### src/rtl/pciclaim_pkg.sv
package pciclaim_pkg;

  typedef enum logic [2:0] {
    ST_IDLE,
    ST_WAIT,
    ST_DATA,
    ST_XFER,
    ST_ABORT,
    ST_BUSY
  } claimState_t;

  // strobes from control to datapath
  typedef struct packed {
    logic latch;
    logic clear;
  } ctrlStrobes_t;

  // decode results from datapath to control
  typedef struct packed {
    logic hit;
    logic beLegal;
  } decodeInfo_t;

  localparam logic [2:0] CMD_IO_HI  = 3'b001;
  localparam logic [2:0] CMD_CFG_HI = 3'b101;

endpackage

### src/rtl/claim_datapath.sv
module claim_datapath
  import pciclaim_pkg::*;
#(
  parameter int NUM_FUNC      = 3,
  parameter int ADDR_W        = 32,
  parameter int WIN_BITS      = 3,
  parameter int FUNC_LSB      = 8,
  parameter int FUNC_W        = 3,
  parameter int IO_MAX_BYTES  = 2
) (
  input  logic                       clk,
  input  logic                       rst_n,
  input  logic [ADDR_W-1:0]          ad,
  input  logic [ADDR_W/8-1:0]        cbeN,
  input  logic                       idsel,
  input  logic [NUM_FUNC*ADDR_W-1:0] ioBase,
  input  ctrlStrobes_t               strobes,
  output decodeInfo_t                info,
  output logic [NUM_FUNC-1:0]        funcSel
);

  localparam int BE_W  = ADDR_W / 8;
  localparam int CMP_W = ADDR_W - WIN_BITS;

  logic              isIoCmd;
  logic              isCfgCmd;
  logic [NUM_FUNC-1:0] winMatch;
  logic [NUM_FUNC-1:0] ioSel;
  logic [NUM_FUNC-1:0] cfgSel;
  logic [NUM_FUNC-1:0] nextSel;
  logic [FUNC_W-1:0] cfgFunc;
  logic              ioOk;
  logic              cfgOk;
  logic              kindIoQ;
  logic [NUM_FUNC-1:0] selQ;
  logic [BE_W-1:0]   byteEn;
  logic [BE_W-1:0]   fillLow;
  logic              contiguous;
  logic              unusedBits;

  assign isIoCmd  = (cbeN[3:1] == CMD_IO_HI);
  assign isCfgCmd = (cbeN[3:1] == CMD_CFG_HI);
  assign cfgFunc  = ad[FUNC_LSB +: FUNC_W];

  genvar gi;
  generate
    for (gi = 0; gi < NUM_FUNC; gi++) begin : g_win
      assign winMatch[gi] = (ad[ADDR_W-1:WIN_BITS] == ioBase[gi*ADDR_W+WIN_BITS +: CMP_W]);
      assign cfgSel[gi]   = (cfgFunc == FUNC_W'(gi));
    end
  endgenerate

  // lowest-numbered window wins on overlap
  always_comb begin
    logic found;
    found = 1'b0;
    ioSel = '0;
    for (int i = 0; i < NUM_FUNC; i++) begin
      if (winMatch[i] && !found) begin
        ioSel[i] = 1'b1;
        found    = 1'b1;
      end
    end
  end

  assign ioOk    = isIoCmd && (|ioSel);
  assign cfgOk   = isCfgCmd && idsel && (ad[1:0] == 2'b00) && (|cfgSel);
  assign nextSel = ioOk ? ioSel : (cfgOk ? cfgSel : '0);

  always_ff @(posedge clk or negedge rst_n) begin
    if (!rst_n) begin
      selQ    <= '0;
      kindIoQ <= 1'b0;
    end else if (strobes.clear) begin
      selQ    <= '0;
      kindIoQ <= 1'b0;
    end else if (strobes.latch) begin
      selQ    <= nextSel;
      kindIoQ <= isIoCmd;
    end
  end

  // byte enable legality, judged on live C/BE# in the data phase
  assign byteEn     = ~cbeN;
  assign fillLow    = byteEn | (byteEn - BE_W'(1));
  assign contiguous = ((fillLow & (fillLow + BE_W'(1))) == '0);

  always_comb begin
    info.hit = ioOk || cfgOk;
    if (kindIoQ)
      info.beLegal = ($countones(byteEn) <= IO_MAX_BYTES);
    else
      info.beLegal = contiguous;
  end

  assign funcSel    = selQ;
  assign unusedBits = ^{ad, ioBase};

endmodule

### src/rtl/claim_control.sv
module claim_control
  import pciclaim_pkg::*;
(
  input  logic         clk,
  input  logic         rst_n,
  input  logic         frameN,
  input  logic         irdyN,
  input  logic         fastDecode,
  input  decodeInfo_t  info,
  output ctrlStrobes_t strobes,
  output logic         devselN,
  output logic         trdyN,
  output logic         stopN,
  output logic         claimStrobe
);

  claimState_t state;
  claimState_t nxt;
  logic        busIdle;

  assign busIdle = frameN && irdyN;

  always_comb begin
    nxt     = state;
    strobes = '0;
    case (state)
      ST_IDLE: begin
        if (!frameN) begin
          strobes.latch = 1'b1;
          if (info.hit) nxt = fastDecode ? ST_DATA : ST_WAIT;
          else          nxt = ST_BUSY;
        end
      end
      ST_WAIT:  nxt = busIdle ? ST_IDLE : ST_DATA;
      ST_DATA: begin
        if (busIdle)     nxt = ST_IDLE;
        else if (!irdyN) nxt = info.beLegal ? ST_XFER : ST_ABORT;
      end
      ST_XFER: begin
        if (busIdle)     nxt = ST_IDLE;
        else if (!irdyN) nxt = frameN ? ST_IDLE : ST_DATA;
      end
      ST_ABORT, ST_BUSY: begin
        if (busIdle) nxt = ST_IDLE;
      end
      default: nxt = ST_IDLE;
    endcase
    strobes.clear = (nxt == ST_IDLE);
  end

  always_ff @(posedge clk or negedge rst_n) begin
    if (!rst_n) begin
      state       <= ST_IDLE;
      devselN     <= 1'b1;
      trdyN       <= 1'b1;
      stopN       <= 1'b1;
      claimStrobe <= 1'b0;
    end else begin
      state       <= nxt;
      devselN     <= !((nxt == ST_DATA) || (nxt == ST_XFER));
      trdyN       <= !(nxt == ST_XFER);
      stopN       <= !(nxt == ST_ABORT);
      claimStrobe <= (nxt == ST_DATA) && ((state == ST_IDLE) || (state == ST_WAIT));
    end
  end

endmodule

### src/rtl/pci_claim_decoder.sv
module pci_claim_decoder
  import pciclaim_pkg::*;
#(
  parameter int NUM_FUNC = 3,
  parameter int ADDR_W   = 32,
  parameter int WIN_BITS = 3
) (
  input  logic                       clk,
  input  logic                       rst_n,
  input  logic                       frameN,
  input  logic                       irdyN,
  input  logic [ADDR_W-1:0]          ad,
  input  logic [ADDR_W/8-1:0]        cbeN,
  input  logic                       idsel,
  input  logic                       fastDecode,
  input  logic [NUM_FUNC*ADDR_W-1:0] ioBase,
  output logic                       devselN,
  output logic                       trdyN,
  output logic                       stopN,
  output logic [NUM_FUNC-1:0]        funcSel,
  output logic                       claimStrobe
);

  ctrlStrobes_t strobes;
  decodeInfo_t  info;

  claim_datapath #(
    .NUM_FUNC(NUM_FUNC),
    .ADDR_W  (ADDR_W),
    .WIN_BITS(WIN_BITS)
  ) u_datapath (
    .clk    (clk),
    .rst_n  (rst_n),
    .ad     (ad),
    .cbeN   (cbeN),
    .idsel  (idsel),
    .ioBase (ioBase),
    .strobes(strobes),
    .info   (info),
    .funcSel(funcSel)
  );

  claim_control u_control (
    .clk        (clk),
    .rst_n      (rst_n),
    .frameN     (frameN),
    .irdyN      (irdyN),
    .fastDecode (fastDecode),
    .info       (info),
    .strobes    (strobes),
    .devselN    (devselN),
    .trdyN      (trdyN),
    .stopN      (stopN),
    .claimStrobe(claimStrobe)
  );

endmodule

### config.mk
export PLATFORM = sky130hd
export DESIGN_NAME = pci_claim_decoder
export DESIGN_NICKNAME = d
export VERILOG_FILES = /design/src/rtl/pciclaim_pkg.sv /design/src/rtl/claim_datapath.sv /design/src/rtl/claim_control.sv /design/src/rtl/pci_claim_decoder.sv
export SDC_FILE = /design/constraint.sdc
export NUM_CORES = 1
export LEC_CHECK = 0
export BUFFER_PORTS_ARGS = -buffer_cell sky130_fd_sc_hd__buf_2
export CAP_MARGIN = 10
export CORE_UTILIZATION = 42
export DETAILED_ROUTE_END_ITERATION = 10
export PLACE_DENSITY = 0.84
export SYNTH_ARGS = -nofsm -noshare
export SYNTH_HDL_FRONTEND = slang
export SYNTH_HIERARCHICAL = 1
export SYNTH_SLANG_ARGS = --single-unit
### constraint.sdc
create_clock -name clk -period 5.8 [get_ports clk]
set_input_delay 1.16 -clock clk [delete_from_list [all_inputs] [get_ports clk]]
set_output_delay 1.16 -clock clk [all_outputs]
set_load 0.02 [all_outputs]
Word level (Yosys, flattened, before mapping):

Index checks and enable logic that the tools add are counted.

* flip-flop bits (word level): 11
* output and inout port bits: 7
* logic and storage cells: 81

* add/sub/neg operators: 5
* $lt $le $gt $ge: 1
* equality and inequality tests: 15
* multiplexer cells: 25
* bitwise logic cells: 3
* reduce and logical (&&, ||, !) cells: 25

Operators by type and width (count)
* $eq A29 B29 Y1: 3
* $mux W3: 12
* $add A32 B32 Y32: 1
* $le A32 B3 Y1 const B: 1
* $eq A3 B2 Y1 const B: 5
* $pmux W3 S5: 1
* $eq A3 B3 Y1 const B: 4
* $eq A3 B1 Y1 const B: 3
* $logic_not A3 Y1: 3
* $mux W1: 9
* $logic_and A1 B1 Y1: 8
* $mux W2: 3
* $reduce_or A3 Y1: 2
* $logic_not A1 Y1: 5
* $add A1 B1 Y2: 2
* $add A4 B1 Y4 const B: 1
* $and A4 B4 Y4: 1
* $logic_not A4 Y1: 1
* $not A4 Y4: 1
* $or A4 B4 Y4: 1
* $sub A4 B1 Y4 const B: 1
* $logic_or A1 B1 Y1: 3
* $logic_not A2 Y1: 1
* $reduce_bool A2 Y1: 1
* $reduce_or A2 Y1: 1

Depth between registers and ports, before layout:

Gate-level depths: netlist (run 1).

* depth after elaboration: 17
* mapped depth: 15

Modules after synthesis:

The synthesis (run 1) kept the hierarchy.

Modules (own cells, without submodules)
* claim_datapath: instances 1, cells each 169, area each 1350.0 um^2
* claim_control: instances 1, cells each 36, area each 371.6 um^2

Least setup slack after synthesis (run 1):

No wires, ideal clock.

* path kind: input-to-reg
* from: input port cbeN[0]
* to: register u_datapath.selQ[1] (netlist: u_datapath/funcSel[1])
* data arrival time: 3.609 ns
* data required time: 5.713 ns
* path slack: 2.104 ns
* stages on the path: 15
* path buffers: 0
* cells stage by stage: inv_1 -> fa_1 -> ha_1 -> ha_1 -> nor3b_1 -> nor2_1 -> a21oi_1 -> nor3b_1 -> o21ai_2 -> o211a_1 -> nor4bb_4 -> nand2b_1 -> a21oi_1 -> nand3b_1 -> o211ai_1

RTL lines
* start, declared: RTL line pci_claim_decoder.sv:13 `input logic [ADDR_W/8-1:0] cbeN,`
* end signal, assigned: RTL line claim_datapath.sv:78 `selQ <= nextSel;`
* end, declared: RTL line claim_datapath.sv:35 `logic [NUM_FUNC-1:0] selQ;`

==> results of run 1 <==
## layout make-up
class / instances / area, µm² / area share
well taps: 48 / 60.1 / 0.0242
clock buffers: 4 / 45.0 / 0.0182
multi-input cells: 181 / 1390 / 0.559
flip-flops and latches: 11 / 279 / 0.113
repair buffers: 134 / 671 / 0.271
inverters: 10 / 37.5 / 0.0152
## per-stage QoR
| stage | util | std cells | setup slack (ns) | hold WS, ns | cell area, µm² |
|---|---|---|---|---|---|
| finish | 0.652 | 388 | 1.89 | 0.507 | 2480 |
| global route | 0.652 | 388 | 1.68 | 0.543 | 2480 |
| CTS | 0.652 | 388 | 1.93 | 0.513 | 2480 |
| detailed placement | 0.640 | 384 | 1.69 | 0.504 | 2430 |
| global placement | 0.640 | 384 | 1.76 | 0.494 | 2430 |
| floorplan | - | 205 | 2.10 | 0.509 | 1720 |
## sequential cells by signal, summed over array words and instances, names as in the netlist
register,flops
u_control/state,3
u_control/claimStrobe,1
u_datapath/kindIoQ,1
u_control/devselN,1
u_control/trdyN,1
u_control/stopN,1
u_datapath/funcSel,3
## worst max path at each step
stage             from                    end  slack, ns  cells after the start
2_1_floorplan  cbeN[0]  u_datapath/funcSel[1]       2.10                     15
3_3_place_gp   cbeN[1]  u_datapath/funcSel[1]       1.76                     16
3_5_place_dp   cbeN[1]  u_datapath/funcSel[1]       1.69                     16
4_1_cts        cbeN[1]  u_datapath/funcSel[1]       1.93                     16
5_1_grt        cbeN[0]  u_datapath/funcSel[1]       1.68                     16
6_report       cbeN[1]  u_datapath/funcSel[1]       1.89                     16
## routing by layer
metal	global-route usage	share of wire
met5	0	0
met4	0.0824	0.014
met3	0.0414	0.062
met2	0.486	0.50
met1	0.324	0.42
## power breakdown
| part | leakage [µW] | switching (µW) | internal [µW] |
|---|---|---|---|
| registers | 0.000138 | 19.7 | 99.8 |
| logic | 0.00102 | 121 | 111 |
| clock network | 0.0000228 | 28.5 | 48.2 |
## worst reg2reg max path, cell delays in order (launching register included)
cell,delay (ns)
dfrtp_1,0.45
nor4_2,0.68
o21ai_1,0.14
o211a_1,0.20
nor4bb_4,0.17
nand2b_1,0.21
a21oi_1,0.17
nand3b_1,0.08
o211ai_1,0.10
## logic make-up (layout without fill, tap and decap cells)
group / count (synthesis) / count (layout) / share of synthesized area
buf+inv: 13 / 148 / 0.0334
compound gates: 20 / 20 / 0.0836
xor+xnor: 87 / 87 / 0.443
simple gates: 67 / 67 / 0.225
flops: 11 / 11 / 0.162
mux: 1 / 1 / 0.00581
fa+ha+maj: 6 / 6 / 0.0480
## layout by cell type, fill, tap and decap left out, types with 5 or more instances in the layout
cell type  Yosys  layout
buf_2          1     134
xnor2_1       48      48
xor2_1        39      39
nand4_1       15      15
nor2_1        12      12
inv_1         10      10
nor4_1        10      10
nand2_1        9       9
dfrtp_1        8       8
a21oi_1        5       5
nand3_1        5       5
nor3_1         5       5
ha_1           5       5
==> flow_summary_export.csv, run 1 <==
group,metric,value,unit
worst_setup_path,critical_path_class,"primary input to flip-flop",
timing,relSlewSlack,0.516,
worst_setup_path,critPathBufInv,2,
route,ant_nets,0,
final_layout,layout-drive-gt1-share,0.424,
floorplanning,die_width,66.0,µm
global_route,gr-usage-all-layers,0.269,
min_path,worstHoldEndpoint,"u_datapath/funcSel[2]",
global_route,grt_pass1_vias,2035,
synthesis,seq_area_frac_synth,0.162,
floorplanning,ioPinCount,145,
synthesis,netlist_instances,205,
synthesis,syn_avg_cell_area,8.40,µm²
timing,finClkSkew,0.00298,ns
route,drt_iter0_markers,89,
worst_setup_path,worstPathArrival,4.02,ns
worst_setup_path,critPathCaptureType,"flip-flop",
cts,clk_transition_reported_paths,0.05,ns
timing,worst_pin_slew,0.720,ns
placement,place.gp.congestion,0.885,
final_layout,finalNetCount,485,
timing,max_clock_freq,0.256,GHz
cts,ctsLongestPathBuffers,2,
synthesis,ys.flop_type,"dfrtp_1",
global_route,antenna_found_initial,0,
route,wirelength,5.48,mm
worst_setup_path,start_kind,"primary input",
floorplanning,core_area,3800,µm²
global_route,gr-total-overflow,0,
min_path,hold_start,"u_datapath/funcSel[2]",
cts,worstSkewPairLatency,0.24,ns
cts,cts.sinks,11,
floorplanning,start_util,0.453,
pwr,p_leak,0.00118,µW
synthesis,syn_nets,349,
min_path,whs_path_depth,2,
final_layout,num_antenna_cells,0,
worst_setup_path,r2r_cells,8,
status,run_status,"finished clean",
pwr,p_per_area,173,nW/µm²
cts,cts_tree,"yes",
route,drtPass1Iterations,4,
global_route,grt_pass1_wl,8.73,mm
synthesis,synthTopCellsByCount,"xnor2_1, xor2_1, nand4_1",
final_layout,nFillCells,327,
timing,setup_viol,0,
synthesis,yosys.area.top_type,"xnor2_1",
worst_setup_path,cpPeakStageDelay,0.45,ns
floorplanning,die-area,4360,µm²
synthesis,synthDistinctLibCells,39,
route,wl_per_cell,14.1,µm
synthesis,ys_async_sr_fraction,1.00,
timing,fin_crit,3.91,ns
synthesis,synth_most_common_cell,"xnor2_1",
route,vias,1961,
synthesis,ys_ff_latch,11,
pwr,total_power,428,µW
cts,root_buffer,"clkbuf_8",
synthesis,syn_area,1720,µm²
worst_setup_path,r2r_start,"u_control/state[1]",
worst_setup_path,worstPathRequired,5.91,ns
cts,cts.htree.levels,1,
worst_setup_path,critPathMaxFanout,6,
timing,slew_violations,0,
route,routed_via_density,5.05,
worst_setup_path,setup.reg_to_reg.worst_slack,3.51,ns
worst_setup_path,cpMaxStageDelayCell,"fa_1",
min_path,hold_class,"flip-flop to flip-flop",
worst_setup_path,cp_cell_sequence,"buf_2, inv_1, fa_1, ha_1, ha_1, nor3b_1, nor2_1, a21oi_1, o21a_1, o22ai_1, nor2_1, nor4bb_4, nand2b_1, a21oi_1, nand3b_1, o211ai_1",
cts,postCtsHoldBufs,0,
pwr,vdd_drop_max,0.0000828,V
synthesis,yosysWarnings,6,
timing,fin_crit_sh,0.674,
placement,io_buffers,134,
cts,cts_buffers,3,
timing,rsz0062_at_grt,"false",
cts,ctsResizeCount,0,
floorplanning,die_h,66.0,µm
synthesis,synth.top_cell.area_share,0.244,
final_layout,area.growth.synth_to_final,43.9,%
timing,final-hold-violation-count,0,
flow_run,maxCapViolations,0,
placement,dp_hpwl,4.92,mm
synthesis,synthTopCellsByArea,"xnor2_1, xor2_1, dfrtp_1",
worst_setup_path,cp_top_family,"simple AND/OR/NAND/NOR gates",
floorplanning,rows,22,
synthesis,synth_edf_count,0,
route,drc_errors,0,
timing,setup_tns,0,ns
cts,post_cts_buffers,0,
worst_setup_path,r2r-end,"u_datapath/funcSel[1]",
global_route,grt_max_degree,12,
Power figures use the tool's default switching activity.
==> inputs of run 2 (changes only) <==
--- a/config.mk
+++ b/config.mk
@@ -7,9 +7,9 @@
 export LEC_CHECK = 0
 export BUFFER_PORTS_ARGS = -buffer_cell sky130_fd_sc_hd__buf_2
 export CAP_MARGIN = 10
-export CORE_UTILIZATION = 42
+export CORE_UTILIZATION = 39
 export DETAILED_ROUTE_END_ITERATION = 10
-export PLACE_DENSITY = 0.84
+export PLACE_DENSITY = 0.78
 export SYNTH_ARGS = -nofsm -noshare
 export SYNTH_HDL_FRONTEND = slang
 export SYNTH_HIERARCHICAL = 1
==> constraint.sdc (replaced) <==
create_clock -name clk -period 3.95 [get_ports clk]
set_input_delay 0.79 -clock clk [delete_from_list [all_inputs] [get_ports clk]]
set_output_delay 0.79 -clock clk [all_outputs]
set_load 0.02 [all_outputs]
==> run 2 against run 1 <==
Worst setup slack got worse by 1.5 ns; power is 46% higher; non-clock buffer count did not move; sequential power rose by 45%; final area rose by 0.10%; worst hold slack worse by 0.095 ns; die area rose by 7.4%; critical path type unchanged; critical endpoint unchanged; largest power group unchanged.
==> flow_summary_export.csv, run 2 (synthesized netlist as in run 1, its figures left out) <==
group,metric,value,unit
placement,place.gp.congestion,0.901,
global_route,gr-usage-all-layers,0.239,
timing,setup_tns,0,ns
worst_setup_path,cp_cell_sequence,"buf_2, xor2_1, nor4_1, nand4_1, or4_1, nor2_1, or3_1, nor3_1, nor2_1, o21ai_1, nor4bb_4, nand2b_1, a21oi_1, nand3b_1, o211ai_1",
pwr,pwr-share-clk,0.181,
route,drc_errors,0,
timing,fin_crit,3.53,ns
cts,root_buffer,"clkbuf_8",
worst_setup_path,cp_top_family,"simple AND/OR/NAND/NOR gates",
route,wl_per_cell,13.8,µm
cts,post_cts_buffers,0,
pwr,power_frac_comb,0.541,
timing,slew_violations,0,
cts,cts.sinks,11,
cts,postCtsHoldBufs,0,
route,drt_iter0_markers,134,
cts,ctsLongestPathBuffers,2,
timing,setup_slack,0.419,ns
timing,worst_pin_slew,0.706,ns
worst_setup_path,crit_top_cell,"nor2_1",
pwr,power_frac_seq,0.278,
worst_setup_path,cpMaxStageDelayCell,"or4_1",
final_layout,finalNetCount,485,
floorplanning,die_width,68.4,µm
floorplanning,die-area,4680,µm²
final_layout,layout_commonest_cell,"buf_2",
global_route,grt_max_degree,12,
timing,setup_viol,0,
route,routed_via_density,4.93,
worst_setup_path,critPathBufInv,1,
global_route,gr-total-overflow,0,
cts,clk_transition_reported_paths,0.05,ns
final_layout,nFillCells,373,
placement,dp_hpwl,4.80,mm
global_route,antenna_found_initial,0,
global_route,grt_pass1_vias,1870,
placement,io_buffers,134,
pwr,p_per_area,252,nW/µm²
final_layout,layout-drive-gt1-share,0.424,
placement,place_ws,0.189,ns
pwr,power.switching,245,µW
timing,rsz0062_at_grt,"false",
cts,cts_buffers,3,
worst_setup_path,cpPeakStageDelay,0.53,ns
route,ant_nets,0,
worst_setup_path,critical_path_class,"primary input to flip-flop",
timing,finClkSkew,0.000925,ns
worst_setup_path,worstPathRequired,4.06,ns
worst_setup_path,worstPathArrival,3.64,ns
worst_setup_path,start_kind,"primary input",
timing,fin_crit_sh,0.894,
flow_run,maxCapViolations,0,
worst_setup_path,critPathCaptureType,"flip-flop",
floorplanning,die_h,68.4,µm
final_layout,post-route-util,0.603,
timing,final-hold-violation-count,0,
route,wirelength,5.38,mm
route,drtPass1Iterations,4,
cts,cts.htree.levels,1,
cts,ctsResizeCount,0,
final_layout,final_cell_mix,"buf_2, xnor2_1, xor2_1",
pwr,vdd_drop_max,0.000137,V
worst_setup_path,critPathMaxFanout,4,
worst_setup_path,cp.depth,15,
final_layout,area.growth.synth_to_final,44.0,%
pwr,sw_frac_of_total,0.391,
timing,relSlewSlack,0.525,
pwr,internal_power,381,µW
cts,worstSkewPairLatency,0.24,ns
floorplanning,rows,23,
route,vias,1924,
pwr,p_leak,0.00118,µW
floorplanning,start_util,0.418,
cts,cts_tree,"yes",
status,run_status,"finished clean",
floorplanning,ioPinCount,145,
min_path,hold_class,"primary input to asynchronous set/reset pin",
final_layout,num_antenna_cells,0,
worst_setup_path,r2r_cells,8,
floorplanning,core_area,4120,µm²
timing,max_clock_freq,0.283,GHz
global_route,grt_pass1_wl,8.14,mm
run 2: cell counts in the layout (fill, tap and decap cells not counted):
Identical to the previous run, type by type.
run 2: metrics by stage:
step / std cells / instance area, µm² / total power, µW / hold slack [ns]
floorplan: 205 / 1720 / 380 / 0.494
global placement: 386 / 2430 / 503 / 0.502
detailed placement: 386 / 2430 / 512 / 0.517
CTS: 390 / 2480 / 630 / 0.409
global route: 390 / 2480 / 674 / 0.419
finish: 390 / 2480 / 626 / 0.413
run 2: cell type report:
type,count,area (µm²),share of cell area
inverter,10,37.5,0.0151
tap,50,62.6,0.0252
timing repair buffer,134,671,0.270
sequential,11,279,0.113
multi-input combinational,181,1390,0.559
clock buffer,4,45.0,0.0182
run 2: worst reg2reg max path, stage by stage (launching register included):
cell	delay [ns]
dfrtp_1	0.46
nor4_2	0.67
o21ai_1	0.15
o211a_1	0.20
nor4bb_4	0.17
nand2b_1	0.21
a21oi_1	0.16
nand3b_1	0.09
o211ai_1	0.10
run 2: path summary, 6_finish.rpt:
| check | start | end | slack, ns |
|---|---|---|---|
| min reg2reg | u_datapath/funcSel[2] | u_datapath/funcSel[2] | 0.52 |
| max | ad[17] | u_datapath/funcSel[1] | 0.42 |
| max reg2reg | u_control/state[1] | u_datapath/funcSel[1] | 1.66 |
| min in group clk | u_datapath/funcSel[2] | u_datapath/funcSel[2] | 0.52 |
| max in group asynchronous | rst_n | u_control/devselN | 3.28 |
| min | rst_n | u_control/claimStrobe | 0.41 |
run 2: routing by layer:
layer / vias up / GRT usage / wire [µm]
li1: 979 / - / -
met1: 846 / 0.288 / 2300
met2: 89 / 0.428 / 2610
met3: 10 / 0.0317 / 376
met4: 0 / 0.0833 / 92
met5: - / 0 / 0
run 2: power by group through the flow:
| stage | registers (µW) | logic [µW] | clock network, µW |
|---|---|---|---|
| 2_1_floorplan | 185 | 194 | 0 |
| 3_3_place_gp | 175 | 329 | 0 |
| 3_5_place_dp | 176 | 336 | 0 |
| 4_1_cts | 174 | 338 | 118 |
| 5_1_grt | 179 | 373 | 122 |
| 6_report | 174 | 338 | 113 |
==> inputs of run 3 (changes only) <==
--- a/config.mk
+++ b/config.mk
@@ -7,9 +7,11 @@
 export LEC_CHECK = 0
 export BUFFER_PORTS_ARGS = -buffer_cell sky130_fd_sc_hd__buf_2
 export CAP_MARGIN = 10
-export CORE_UTILIZATION = 39
+export CELL_PAD_IN_SITES_DETAIL_PLACEMENT = 1
+export CELL_PAD_IN_SITES_GLOBAL_PLACEMENT = 2
+export CORE_UTILIZATION = 19
 export DETAILED_ROUTE_END_ITERATION = 10
-export PLACE_DENSITY = 0.78
+export PLACE_DENSITY = 0.77
 export SYNTH_ARGS = -nofsm -noshare
 export SYNTH_HDL_FRONTEND = slang
 export SYNTH_HIERARCHICAL = 1
==> run 3 against run 2 <==
Cell count is 15% higher; non-clock buffer count unchanged; sequential cell count is the same; worst hold slack gained 0.00090 ns.
==> flow_summary_export.csv, run 3 (synthesized netlist as in run 1, its figures left out) <==
group,metric,value,unit
status,run_status,"finished clean",
worst_setup_path,cpMaxStageDelayCell,"or4_1",
pwr,internal_power,380,µW
placement,io_buffers,134,
worst_setup_path,cp_cell_sequence,"buf_2, xor2_1, nor4_1, nand4_1, or4_1, nor2_1, or3_1, nor3_1, nor2_1, o21ai_1, nor4bb_4, nand2b_1, a21oi_1, nand3b_1, o211ai_1",
worst_setup_path,crit_top_cell,"nor2_1",
timing,relSlewSlack,0.561,
cts,cts_buffers,3,
timing,finClkSkew,0.00183,ns
route,drtPass1Iterations,3,
global_route,gr-usage-all-layers,0.138,
worst_setup_path,critical_path_class,"primary input to flip-flop",
timing,fin_crit_sh,0.890,
cts,root_buffer,"clkbuf_8",
floorplanning,die-area,9450,µm²
flow_run,maxCapViolations,0,
pwr,power_frac_seq,0.284,
global_route,grt_pass1_vias,2160,
cts,ctsLongestPathBuffers,2,
worst_setup_path,critPathCaptureType,"flip-flop",
worst_setup_path,critPathBufInv,1,
pwr,power.switching,241,µW
final_layout,area.growth.synth_to_final,48.3,%
pwr,p_per_area,243,nW/µm²
timing,max_clock_freq,0.284,GHz
cts,worstSkewPairLatency,0.23,ns
floorplanning,ioPinCount,145,
route,routed_via_density,4.26,
floorplanning,rows,34,
cts,cts_tree,"yes",
final_layout,layout_commonest_cell,"buf_2",
floorplanning,die_h,97.2,µm
timing,slew_violations,0,
final_layout,finalNetCount,485,
min_path,hold_class,"primary input to asynchronous set/reset pin",
worst_setup_path,start_kind,"primary input",
worst_setup_path,cpPeakStageDelay,0.55,ns
route,wl_per_cell,14.5,µm
worst_setup_path,cp_top_family,"simple AND/OR/NAND/NOR gates",
floorplanning,start_util,0.196,
pwr,p_leak,0.00118,µW
placement,place.gp.congestion,0.789,
cts,postCtsHoldBufs,0,
cts,ctsResizeCount,0,
placement,dp_hpwl,6.08,mm
pwr,power_frac_comb,0.542,
timing,setup_viol,0,
cts,cts.htree.levels,1,
timing,rsz0062_at_grt,"false",
cts,cts.sinks,11,
route,wirelength,6.48,mm
cts,post_cts_buffers,0,
floorplanning,die_width,97.2,µm
timing,setup_tns,0,ns
final_layout,layout-drive-gt1-share,0.424,
floorplanning,core_area,8760,µm²
timing,worst_pin_slew,0.652,ns
pwr,total_power,621,µW
global_route,grt_max_degree,12,
global_route,antenna_found_initial,0,
route,drc_errors,0,
worst_setup_path,worstPathArrival,3.62,ns
global_route,gr-total-overflow,0,
route,vias,1909,
cts,clk_transition_reported_paths,0.05,ns
final_layout,num_antenna_cells,0,
pwr,pwr-share-clk,0.174,
timing,final-hold-violation-count,0,
route,drt_iter0_markers,37,
worst_setup_path,worstPathRequired,4.06,ns
pwr,vdd_drop_max,0.000113,V
route,ant_nets,0,
final_layout,final_cell_mix,"buf_2, xnor2_1, xor2_1",
pwr,sw_frac_of_total,0.388,
timing,fin_crit,3.52,ns
global_route,grt_pass1_wl,10.3,mm
worst_setup_path,critPathMaxFanout,4,
run 3: power groups by stage:
stage                     Clock [µW]  Combinational (µW)  Sequential, µW
final                            108                 337             176
after global routing             120                 375             181
after CTS                        115                 345             177
after detailed placement           0                 343             178
after global placement             0                 335             178
after floorplan                    0                 194             185
run 3: stage by stage:
step | setup slack [ns] | instance area [µm²] | util | hold slack [ns] | instances
6_report | 0.433 | 2550 | 0.291 | 0.414 | 448
5_1_grt | 0.129 | 2550 | 0.291 | 0.420 | 448
3_5_place_dp | 0.157 | 2510 | 0.286 | 0.503 | 444
4_1_cts | 0.392 | 2550 | 0.291 | 0.417 | 448
3_3_place_gp | 0.217 | 2510 | 0.286 | 0.508 | 444
2_1_floorplan | 0.624 | 1720 | - | 0.494 | 205
run 3: layer usage:
layer,vias up,share of wire,track usage
li1,979,-,-
met1,844,0.36,0.139
met2,84,0.56,0.279
met3,2,0.079,0.0403
met4,0,0.0025,0.0172
met5,-,0,0
run 3: cell type report:
| cell class | instances | area, µm² |
|---|---|---|
| clock buffer | 4 | 45.0 |
| tap | 108 | 135 |
| fill | 1114 | 6210 |
| timing repair buffer | 134 | 671 |
| multi-input combinational | 181 | 1390 |
| sequential | 11 | 279 |
| inverter | 10 | 37.5 |
run 3: worst reg2reg max path, stage by stage (launching register included):
cell,delay (ns)
dfrtp_1,0.40
a311oi_1,0.24
a21oi_1,0.13
o21a_1,0.18
o22ai_1,0.25
nor2_1,0.11
nor4bb_4,0.35
nand2b_1,0.22
a21oi_1,0.05
nand3b_1,0.08
o211ai_1,0.09
run 3: path summary, 6_finish.rpt:
path | from | end | slack [ns] | cells past startpoint
setup / recovery | ad[17] | u_datapath/funcSel[1] | 0.43 | 15
hold / removal | rst_n | u_control/claimStrobe | 0.41 | 1
setup reg to reg | u_datapath/kindIoQ | u_datapath/funcSel[1] | 1.71 | 10
hold reg to reg | u_datapath/funcSel[2] | u_datapath/funcSel[2] | 0.50 | 2
max in group asynchronous | rst_n | u_control/devselN | 3.28 | 1
min in group clk | u_datapath/funcSel[2] | u_datapath/funcSel[2] | 0.50 | 2
